### src/rtl/spi_pkg.sv
package spi_pkg;
  // Strobes from the carrier/control section to the datapath.
  typedef struct packed {
    logic sample;  // take a new control sample
    logic valley;  // carrier is at zero: duty may be reloaded
  } ctrlStb_t;
endpackage

### src/rtl/spi_carrier_ctrl.sv
module spi_carrier_ctrl
  import spi_pkg::*;
#(
  parameter int PEAK  = 3125,
  parameter int CNT_W = 12
) (
  input  logic             clk,
  input  logic             rst,
  input  logic             sampleStb,
  output logic [CNT_W-1:0] carrierCnt,
  output ctrlStb_t         stb
);
  localparam logic [CNT_W-1:0] TOP = CNT_W'(PEAK);
  localparam logic [CNT_W-1:0] ONE = CNT_W'(1);

  logic countUp;

  always_ff @(posedge clk) begin
    if (rst) begin
      carrierCnt <= '0;
      countUp    <= 1'b1;
    end else if (countUp) begin
      carrierCnt <= carrierCnt + ONE;
      if (carrierCnt + ONE == TOP) countUp <= 1'b0;
    end else begin
      carrierCnt <= carrierCnt - ONE;
      if (carrierCnt - ONE == '0) countUp <= 1'b1;
    end
  end

  always_comb begin
    stb.sample = sampleStb;
    stb.valley = (carrierCnt == '0);
  end
endmodule

### src/rtl/spi_datapath.sv
module spi_datapath
  import spi_pkg::*;
#(
  parameter int SPD_W      = 16,
  parameter int SCALE_W    = 16,
  parameter int SCALE_FRAC = 8,
  parameter int SCALE_Q    = 41,
  parameter int GAIN_W     = 16,
  parameter int GAIN_FRAC  = 12,
  parameter int KP_Q       = 2458,
  parameter int KI_DT_Q    = 20,
  parameter int PEAK       = 3125,
  parameter int CNT_W      = 12
) (
  input  logic                    clk,
  input  logic                    rst,
  input  ctrlStb_t                stb,
  input  logic signed [SPD_W-1:0] refSpeed,
  input  logic signed [SPD_W-1:0] actSpeed,
  input  logic [CNT_W-1:0]        carrierCnt,
  output logic [CNT_W-1:0]        ctrlWord,
  output logic [CNT_W-1:0]        dutyLatched,
  output logic                    gateOut
);
  localparam int ERR_W = SPD_W + 1;
  localparam int VE_W  = ERR_W + SCALE_W + 1;
  localparam int ACC_W = VE_W + GAIN_W + 3;

  localparam logic signed [VE_W-1:0]  SCALE_X = VE_W'(SCALE_Q);
  localparam logic signed [VE_W-1:0]  VE_HALF = VE_W'(2 ** (SCALE_FRAC - 1));
  localparam logic signed [ACC_W-1:0] KP_X    = ACC_W'(KP_Q);
  localparam logic signed [ACC_W-1:0] KI_X    = ACC_W'(KI_DT_Q);
  localparam logic signed [ACC_W-1:0] G_HALF  = ACC_W'(2 ** (GAIN_FRAC - 1));
  localparam logic signed [ACC_W-1:0] U_MAX   = ACC_W'(PEAK - 1);

  logic signed [ERR_W-1:0] spdErr;
  logic signed [VE_W-1:0]  veProd, veNow, vePrev;
  logic signed [ACC_W-1:0] diffX, sumX, accX, deltaX, uPrevX, uNew, uClampWide;
  logic [CNT_W-1:0]        uClamp;

  // Speed error and its voltage equivalent (round half up).
  always_comb begin
    spdErr = ERR_W'(refSpeed) - ERR_W'(actSpeed);
    veProd = VE_W'(spdErr) * SCALE_X;
    veNow  = (veProd + VE_HALF) >>> SCALE_FRAC;
  end

  // Incremental PI with trapezoidal integral, then clamp.
  always_comb begin
    diffX  = ACC_W'(veNow) - ACC_W'(vePrev);
    sumX   = ACC_W'(veNow) + ACC_W'(vePrev);
    accX   = diffX * KP_X + sumX * KI_X;
    deltaX = (accX + G_HALF) >>> GAIN_FRAC;
    uPrevX = $signed(ACC_W'(ctrlWord));
    uNew   = uPrevX + deltaX;
    if (uNew < 0)          uClampWide = '0;
    else if (uNew > U_MAX) uClampWide = U_MAX;
    else                   uClampWide = uNew;
    uClamp = CNT_W'(uClampWide);
  end

  always_ff @(posedge clk) begin
    if (rst) begin
      vePrev      <= '0;
      ctrlWord    <= '0;
      dutyLatched <= '0;
      gateOut     <= 1'b0;
    end else begin
      if (stb.sample) begin
        vePrev   <= veNow;
        ctrlWord <= uClamp;  // clamped value kept: no windup
      end
      if (stb.valley) dutyLatched <= ctrlWord;
      gateOut <= (dutyLatched > carrierCnt);
    end
  end
endmodule

### src/rtl/speed_pi_pwm.sv
module speed_pi_pwm
  import spi_pkg::*;
#(
  parameter int SPD_W      = 16,
  parameter int SCALE_W    = 16,
  parameter int SCALE_FRAC = 8,
  parameter int SCALE_Q    = 41,
  parameter int GAIN_W     = 16,
  parameter int GAIN_FRAC  = 12,
  parameter int KP_Q       = 2458,
  parameter int KI_DT_Q    = 20,
  parameter int CLK_HZ     = 125_000_000,
  parameter int PWM_HZ     = 20_000
) (
  input  logic                    clk,
  input  logic                    rst,
  input  logic                    sampleStb,
  input  logic signed [SPD_W-1:0] refSpeed,
  input  logic signed [SPD_W-1:0] actSpeed,
  output logic                    gateOut
);
  localparam int PEAK  = CLK_HZ / (2 * PWM_HZ);
  localparam int CNT_W = $clog2(PEAK + 1);

  ctrlStb_t         stb;
  logic [CNT_W-1:0] carrierCnt;
  logic [CNT_W-1:0] ctrlWord;
  logic [CNT_W-1:0] dutyLatched;

  spi_carrier_ctrl #(.PEAK(PEAK), .CNT_W(CNT_W)) u_ctrl (
    .clk(clk), .rst(rst), .sampleStb(sampleStb),
    .carrierCnt(carrierCnt), .stb(stb)
  );

  spi_datapath #(
    .SPD_W(SPD_W), .SCALE_W(SCALE_W), .SCALE_FRAC(SCALE_FRAC), .SCALE_Q(SCALE_Q),
    .GAIN_W(GAIN_W), .GAIN_FRAC(GAIN_FRAC), .KP_Q(KP_Q), .KI_DT_Q(KI_DT_Q),
    .PEAK(PEAK), .CNT_W(CNT_W)
  ) u_dp (
    .clk(clk), .rst(rst), .stb(stb), .refSpeed(refSpeed), .actSpeed(actSpeed),
    .carrierCnt(carrierCnt), .ctrlWord(ctrlWord), .dutyLatched(dutyLatched),
    .gateOut(gateOut)
  );
endmodule

### config.mk
export PLATFORM = sky130hd
export DESIGN_NAME = speed_pi_pwm
export DESIGN_NICKNAME = d
export VERILOG_FILES = /design/src/rtl/spi_pkg.sv /design/src/rtl/spi_carrier_ctrl.sv /design/src/rtl/spi_datapath.sv /design/src/rtl/speed_pi_pwm.sv
export SDC_FILE = /design/constraint.sdc
export NUM_CORES = 1
export LEC_CHECK = 0
export CORE_ASPECT_RATIO = 0.5
export CORE_MARGIN = 1.5
export CORE_UTILIZATION = 24
export DETAILED_ROUTE_END_ITERATION = 10
export PLACE_DENSITY_LB_ADDON = 0.25
export SKIP_LAST_GASP = 1
export SLEW_MARGIN = 15
export SYNTH_ARGS = -nofsm -noshare
export SYNTH_HDL_FRONTEND = slang
export SYNTH_SLANG_ARGS = --single-unit
### constraint.sdc
create_clock -name clk -period 25.6 [get_ports clk]
set_clock_uncertainty 0.15 [all_clocks]
set_input_delay 3.84 -clock clk [delete_from_list [all_inputs] [get_ports clk]]
set_output_delay 3.84 -clock clk [all_outputs]
set_load 0.02 [all_outputs]
==> Word level (Yosys, flattened, before mapping) <==
Cells that the tools add are included.
{ "classes": {"addsub": 9, "n_mul": 3, "n_lt_le_gt_ge": 3, "n_eq_ne": 1, "muxes": 6, "n_reduce_logical": 2} }
{ "ops": {"columns": ["operator", "n"], "rows": [
  ["53-bit by 13-bit adder with 53-bit output (second input constant)", 1],
  ["53-bit adder", 1],
  ["53-bit by 12-bit multiplier with 52-bit output (second input constant)", 1],
  ["53-bit by 4-bit multiplier with 51-bit output (second input constant)", 1],
  ["13-bit by 41-bit adder with 42-bit output", 1],
  ["42-bit by 13-bit > comparator with 1-bit output (second input constant)", 1],
  ["42-bit by 1-bit less-than comparator with 1-bit output (second input constant)", 1],
  ["12-bit 2-to-1 mux", 3],
  ["26-bit by 26-bit adder with 27-bit output", 1],
  ["26-bit by 26-bit subtractor with 27-bit output", 1],
  ["24-bit by 9-bit adder with 25-bit output (second input constant)", 1],
  ["12-bit logical NOT", 2],
  ["17-bit by 7-bit multiplier with 24-bit output (second input constant)", 1],
  ["16-bit by 16-bit subtractor with 17-bit output", 1],
  ["12-bit by 1-bit adder with 12-bit output (second input constant)", 1],
  ["12-bit equality test (second input constant)", 1],
  ["12-bit > comparator", 1],
  ["12-bit by 1-bit subtractor with 12-bit output (second input constant)", 1],
  ["1-bit 2-to-1 mux", 3]
]} }
{ "totals": {"regBits": 64, "inputBits": 35, "output_inout_bits": 1, "wordCells": 30} }

==> Depth between registers and ports, before layout <==
{ "logic_depth": {"word_depth": 11, "ltp_mapped": 76, "depth_no_buf": 73} }

==> By module <==
Synthesis repeated with hierarchy kept, for this count alone.
{ "hier_totals": {"cells_unflattened": 1622, "area_unflattened_um2": 13648.1} }
{ "modules_own_cells": {"columns": ["mod", "instances", "cells_per_inst", "area_each_um2", "seq_area_each_um2"], "rows": [
  ["spi_datapath", 1, 1493, 12662.1, 840.8],
  ["spi_carrier_ctrl", 1, 129, 985.9, 260.2]
]} }

==> Worst setup path after synthesis <==
OpenSTA, ideal clock, no wires.
{ "synth_timing": {"path_kind": "input to register", "startpoint": "in refSpeed[0]", "endpoint": "reg u_dp.ctrlWord[0]", "setup_ns": 0.085, "arrival_time_ns": 19.313, "required_time_ns": 25.365, "path_slack_ns": 6.052, "stages": 72, "n_path_buf": 3, "cell_sequence": "inv_1 > ha_1 > fa_1 > nor2b_1 > o21ai_0 > a21boi_0 > o21ai_0 > nand2b_1 > a21o_1 > a21o_1 > a21o_1 > nand2_1 > a21oi_1 > a41o_1 > o21ai_1 > clkinv_1 > fa_1 > inv_1 > (+36 left out) > ha_1 > ha_1 > clkbuf_1 > a21o_1 > a21o_1 > nor2_1 > o21a_1 > a221o_1 > nor4b_2 > and3_1 > nand4_1 > nor4_1 > o311ai_1 > o21a_1 > a2111oi_0 > or3b_1 > buf_6 > o31ai_2"} }
{ "synth_between": {"elab_chain_cells": 11, "word_cells_on_any_way": 14, "classes_between": "add/sub: 7; mul: 3; order compare: 2; mux: 2"} }
{ "synth_rtl": {"columns": ["element", "line_no", "text"], "rows": [
  ["from (decl)", "speed_pi_pwm.sv:18", "input logic signed [SPD_W-1:0] refSpeed,"],
  ["16-bit by 16-bit subtractor with 17-bit output (*)", "spi_datapath.sv:43", "spdErr = ERR_W'(refSpeed) - ERR_W'(actSpeed);"],
  ["17-bit by 7-bit multiplier with 24-bit output (*)", "spi_datapath.sv:44", "veProd = VE_W'(spdErr) * SCALE_X;"],
  ["24-bit by 9-bit adder with 25-bit output (*)", "spi_datapath.sv:45", "veNow = (veProd + VE_HALF) >>> SCALE_FRAC;"],
  ["via u_dp.veNow[11]", "spi_datapath.sv:37", "logic signed [VE_W-1:0] veProd, veNow, vePrev;"],
  ["26-bit by 26-bit subtractor with 27-bit output or 26-bit by 26-bit adder with 27-bit output (tied branches)", "spi_datapath.sv:50, spi_datapath.sv:51", null],
  ["53-bit by 12-bit multiplier with 52-bit output or 53-bit by 4-bit multiplier with 51-bit output (tied branches)", "spi_datapath.sv:52", "accX = diffX * KP_X + sumX * KI_X;"],
  ["53-bit adder (*)", "spi_datapath.sv:52", null],
  ["53-bit by 13-bit adder with 53-bit output (*)", "spi_datapath.sv:53", "deltaX = (accX + G_HALF) >>> GAIN_FRAC;"],
  ["13-bit by 41-bit adder with 42-bit output (*)", "spi_datapath.sv:55", "uNew = uPrevX + deltaX;"],
  ["42-bit by 13-bit > comparator with 1-bit output", "spi_datapath.sv:57", "else if (uNew > U_MAX) uClampWide = U_MAX;"],
  ["12-bit 2-to-1 mux", "spi_datapath.sv:57", null],
  ["12-bit 2-to-1 mux (*)", "spi_datapath.sv:56", "if (uNew < 0) uClampWide = '0;"],
  ["to (signal assigned)", "spi_datapath.sv:71", "ctrlWord <= uClamp;"],
  ["to (decl)", "spi_datapath.sv:21", "output logic [CNT_W-1:0] ctrlWord,"]
]} }
Mark *: on every way through the listed nets, which the timed path passes. The rest lies on a longest branch.
A chain may end at the register's enable or synchronous reset.

==> Final worst setup path <==
{ "layout_timing": {"startpoint": "in actSpeed[1]", "endpoint": "reg u_dp.ctrlWord[1]"} }
{ "layout_between": {"elab_chain_cells": 11, "word_cells_on_any_way": 14, "classes_between": "add/sub: 7; mul: 3; order compare: 2; mux: 2"} }
{ "layout_rtl": {"columns": ["element", "line_no", "text"], "rows": [
  ["from (decl)", "speed_pi_pwm.sv:19", "input logic signed [SPD_W-1:0] actSpeed,"],
  ["16-bit by 16-bit subtractor with 17-bit output (*)", "spi_datapath.sv:43", null],
  ["17-bit by 7-bit multiplier with 24-bit output (*)", "spi_datapath.sv:44", null],
  ["24-bit by 9-bit adder with 25-bit output (*)", "spi_datapath.sv:45", null],
  ["via u_dp.veNow[7]", "spi_datapath.sv:37", null],
  ["26-bit by 26-bit subtractor with 27-bit output or 26-bit by 26-bit adder with 27-bit output (tied branches)", "spi_datapath.sv:50, spi_datapath.sv:51", null],
  ["53-bit by 12-bit multiplier with 52-bit output or 53-bit by 4-bit multiplier with 51-bit output (tied branches)", "spi_datapath.sv:52", null],
  ["53-bit adder (*)", "spi_datapath.sv:52", null],
  ["53-bit by 13-bit adder with 53-bit output (*)", "spi_datapath.sv:53", null],
  ["13-bit by 41-bit adder with 42-bit output (*)", "spi_datapath.sv:55", null],
  ["42-bit by 13-bit > comparator with 1-bit output", "spi_datapath.sv:57", null],
  ["12-bit 2-to-1 mux", "spi_datapath.sv:57", null],
  ["12-bit 2-to-1 mux (*)", "spi_datapath.sv:56", null]
]} }
Marks and branches as above.

==> metrics.csv <==
metric;value;unit
Die ar.;0.07969;sq mm
final setup vio count;0;
core area;0.07720;sq mm
Reg-to-Reg Start;u_dp.vePrev[1]$_SDFFE_PP0P_;
initial antenna violation count;0;
Worst R2R End;u_dp.ctrlWord[1]$_SDFFE_PP0P_;
Initial DRC Count;727;
hold wc startpoint;u_dp.vePrev[24]$_SDFFE_PP0P_;
start-to-end type of the worst setup path;input pin to flop;
Main synth FF type;dfxtp_1;
NumNets Final;2873;
Max Cap Viol;0;
postcts setup bufs;0;
type of the most critical hold path;flop to flop;
number of clock sinks;55;
CTS H-Tree Depth;2;
pre-CTS setup slack;2.955;ns
number of global-route vias before repair;14957;
Layout Cells excl Fill;3329;
Worst-Skew Late Latency;0.32;ns
most common cell in the netlist;ha_1;
WHS Endpoint;u_dp.vePrev[24]$_SDFFE_PP0P_;
most frequent cell on the critical path;o21ai_0;
CTS resizes;0;
ys async rst share;0;%
Final Hold Fails;0;
slew margin rel.;25.29;%
number of port buffers;35;
CTS root buffer;clkbuf_16;
R2R cell count;55;
Final ANT Viol Nets;0;
RSZ-0062 raised after global routing;false;
Inserted Diodes;0;
slew at the pin with the worst max-slew slack;1.106;ns
Worst setup EP type;flop;
CTS Buf Count;5;
# IOs;36;
CP max-delay cell;xnor2_1;
Yosys reg bits;55;
Detailed Routing Iterations Pass 1;5;
post-layout minimum cycle time;22.32;ns
Post-synth top cells;ha_1 (431), inv_1 (320), nor2_1 (167), a21oi_1 (154), xnor2_1 (127);
total gr overflow;0;
Post-Syn Area;0.01870;sq mm
Mean Syn Cell Area;8.137;sq um
Clock Pin Slew Worst Setup and Hold Paths;0.09;ns
Vias/cell;4.650;
worst-path maximum fanout;11;
drt total wl;46050;um
largest net degree at the start of global routing;45;
die width;397.7;um
CP arrival;22.41;ns
Worst Hold Depth;2;
fmax;0.04480;GHz
CTS Hold Bufs;0;
WL/cell;13.83;um
setup slack, reg-to-reg;11.14;ns
final core area utilization;26.30;%
top cell type's share of synthesized area;28.84;%
gr usage total;11.37;%
post-synth cell types;99;
Initial Util;24.22;%
Setup TNS Final;0;ns
CP Launch Point;actSpeed[1];
Max clock buf depth;2;
max-slew violations;0;
CTS tree;done;
slowest stage delay, CP;0.67;ns
register area share after synthesis;5.889;%
placed cells;3321;
cell count after synthesis;2298;
status;finished clean;
Syn-to-layout area delta;8.599;%
EDFF count, synth;0;
Detail Placement HPWL;40320;um
syn nets;2879;
WP data required;25.69;ns
Die Height;200.4;um
routability cong.;0.8472;
top cells by area, synth;ha_1 (29%), fa_1 (12%), inv_1 (6.4%);
Final period util;87.20;%
global-route wire length before repair;75890;um
Startpoint Class;input pin;
DRC;0;
cell accounting for the most synthesized area;ha_1;
Synth Warn #;0;
# rows;72;
final setup margin;3.276;ns
share of layout cells above drive strength 1;3.140;%
Vias;15479;
-- registers in the layout (all words and copies together), names as in the netlist --
signal             count
u_ctrl.countUp         1
u_dp.gateOut           1
u_ctrl.carrierCnt     12
u_dp.vePrev           17
u_dp.ctrlWord         12
u_dp.dutyLatched      12
-- layout make-up --
type                            count  area, sq um
Clock buffer                        5        125.1
Clock inverter                      3        33.78
Fill cell                        8477        56900
Inverter                          323         1212
Multi-Input combinational cell   1869        16170
Sequential cell                    55         1101
Tap cell                         1036         1296
Timing Repair Buffer               38        367.9
-- worst max-delay path by stage --
stage / end / slack, ns / cells past startpoint
floorplan: u_dp.ctrlWord[0]$_SDFFE_PP0P_ / 6.05 / 72
global placement: u_dp.ctrlWord[0]$_SDFFE_PP0P_ / 3.42 / 71
detailed placement: u_dp.ctrlWord[8]$_SDFFE_PP0P_ / 2.96 / 73
CTS: u_dp.ctrlWord[1]$_SDFFE_PP0P_ / 3.21 / 73
global route: u_dp.ctrlWord[11]$_SDFFE_PP0P_ / 1.32 / 73
finish: u_dp.ctrlWord[1]$_SDFFE_PP0P_ / 3.28 / 71
-- routing by layer --
| metal | GRT usage (%) | vias up | share of wire [%] |
|---|---|---|---|
| met1 | 16.46 | 7335 | 52 |
| li1 | - | 8005 | - |
| met5 | 0 | - | 0 |
| met3 | 0.2929 | 11 | 1.3 |
| met2 | 19.19 | 128 | 46 |
| met4 | 1.472 | 0 | 0.62 |
-- stage by stage --
| stage | hold slack, ns | cell area [sq um] |
|---|---|---|
| after global placement | 0.3345 | 20150 |
| after detailed placement | 0.3467 | 20150 |
| final | 0.3499 | 20310 |
| after floorplan | 0.3026 | 18700 |
| after CTS | 0.3547 | 20310 |
| after global routing | 0.3976 | 20310 |
-- cells in the final DEF (no fill, tap or decap), drive strengths merged, types with 6 or more instances in the layout --
master	count
clkdlybuf4s50	34
a21bo	8
nor3b	8
nor3	56
o21bai	18
mux2i	31
a211oi	15
a21oi	158
fa	115
dfxtp	55
nand4	33
nor2	167
a21boi	12
nor4	10
nor4b	6
and3	24
a311oi	6
nand3	31
o211ai	9
nand2	125
o21a	26
inv	322
xnor2	127
ha	431
o21ai	98
xor2	60
or3	13
a21o	66
a41oi	10
nor2b	42
a31oi	28
nand2b	23
and2	8
o31ai	21
-- critical path: cells and delay by family --
family | cells | cell delay [ns]
compound gates | 39 | 8.65
fa+ha+maj | 12 | 4.64
simple gates | 11 | 2.61
xor+xnor | 3 | 1.64
buf+inv | 6 | 1.00
-- logic make-up after synthesis --
group                    share of synthesized area, %
AND/OR/NAND/NOR                                 15.56
multiplexers                                    1.780
adder cells (fa/ha/maj)                         41.15
flip-flops                                      5.889
AO/OA/AOI/OAI                                   19.10
XOR/XNOR                                        8.880
buffers and inverters                           7.642
Power is left out: the tool's default activity adds up to more than one toggle a clock period on the data nets, which glitch-free logic cannot reach.
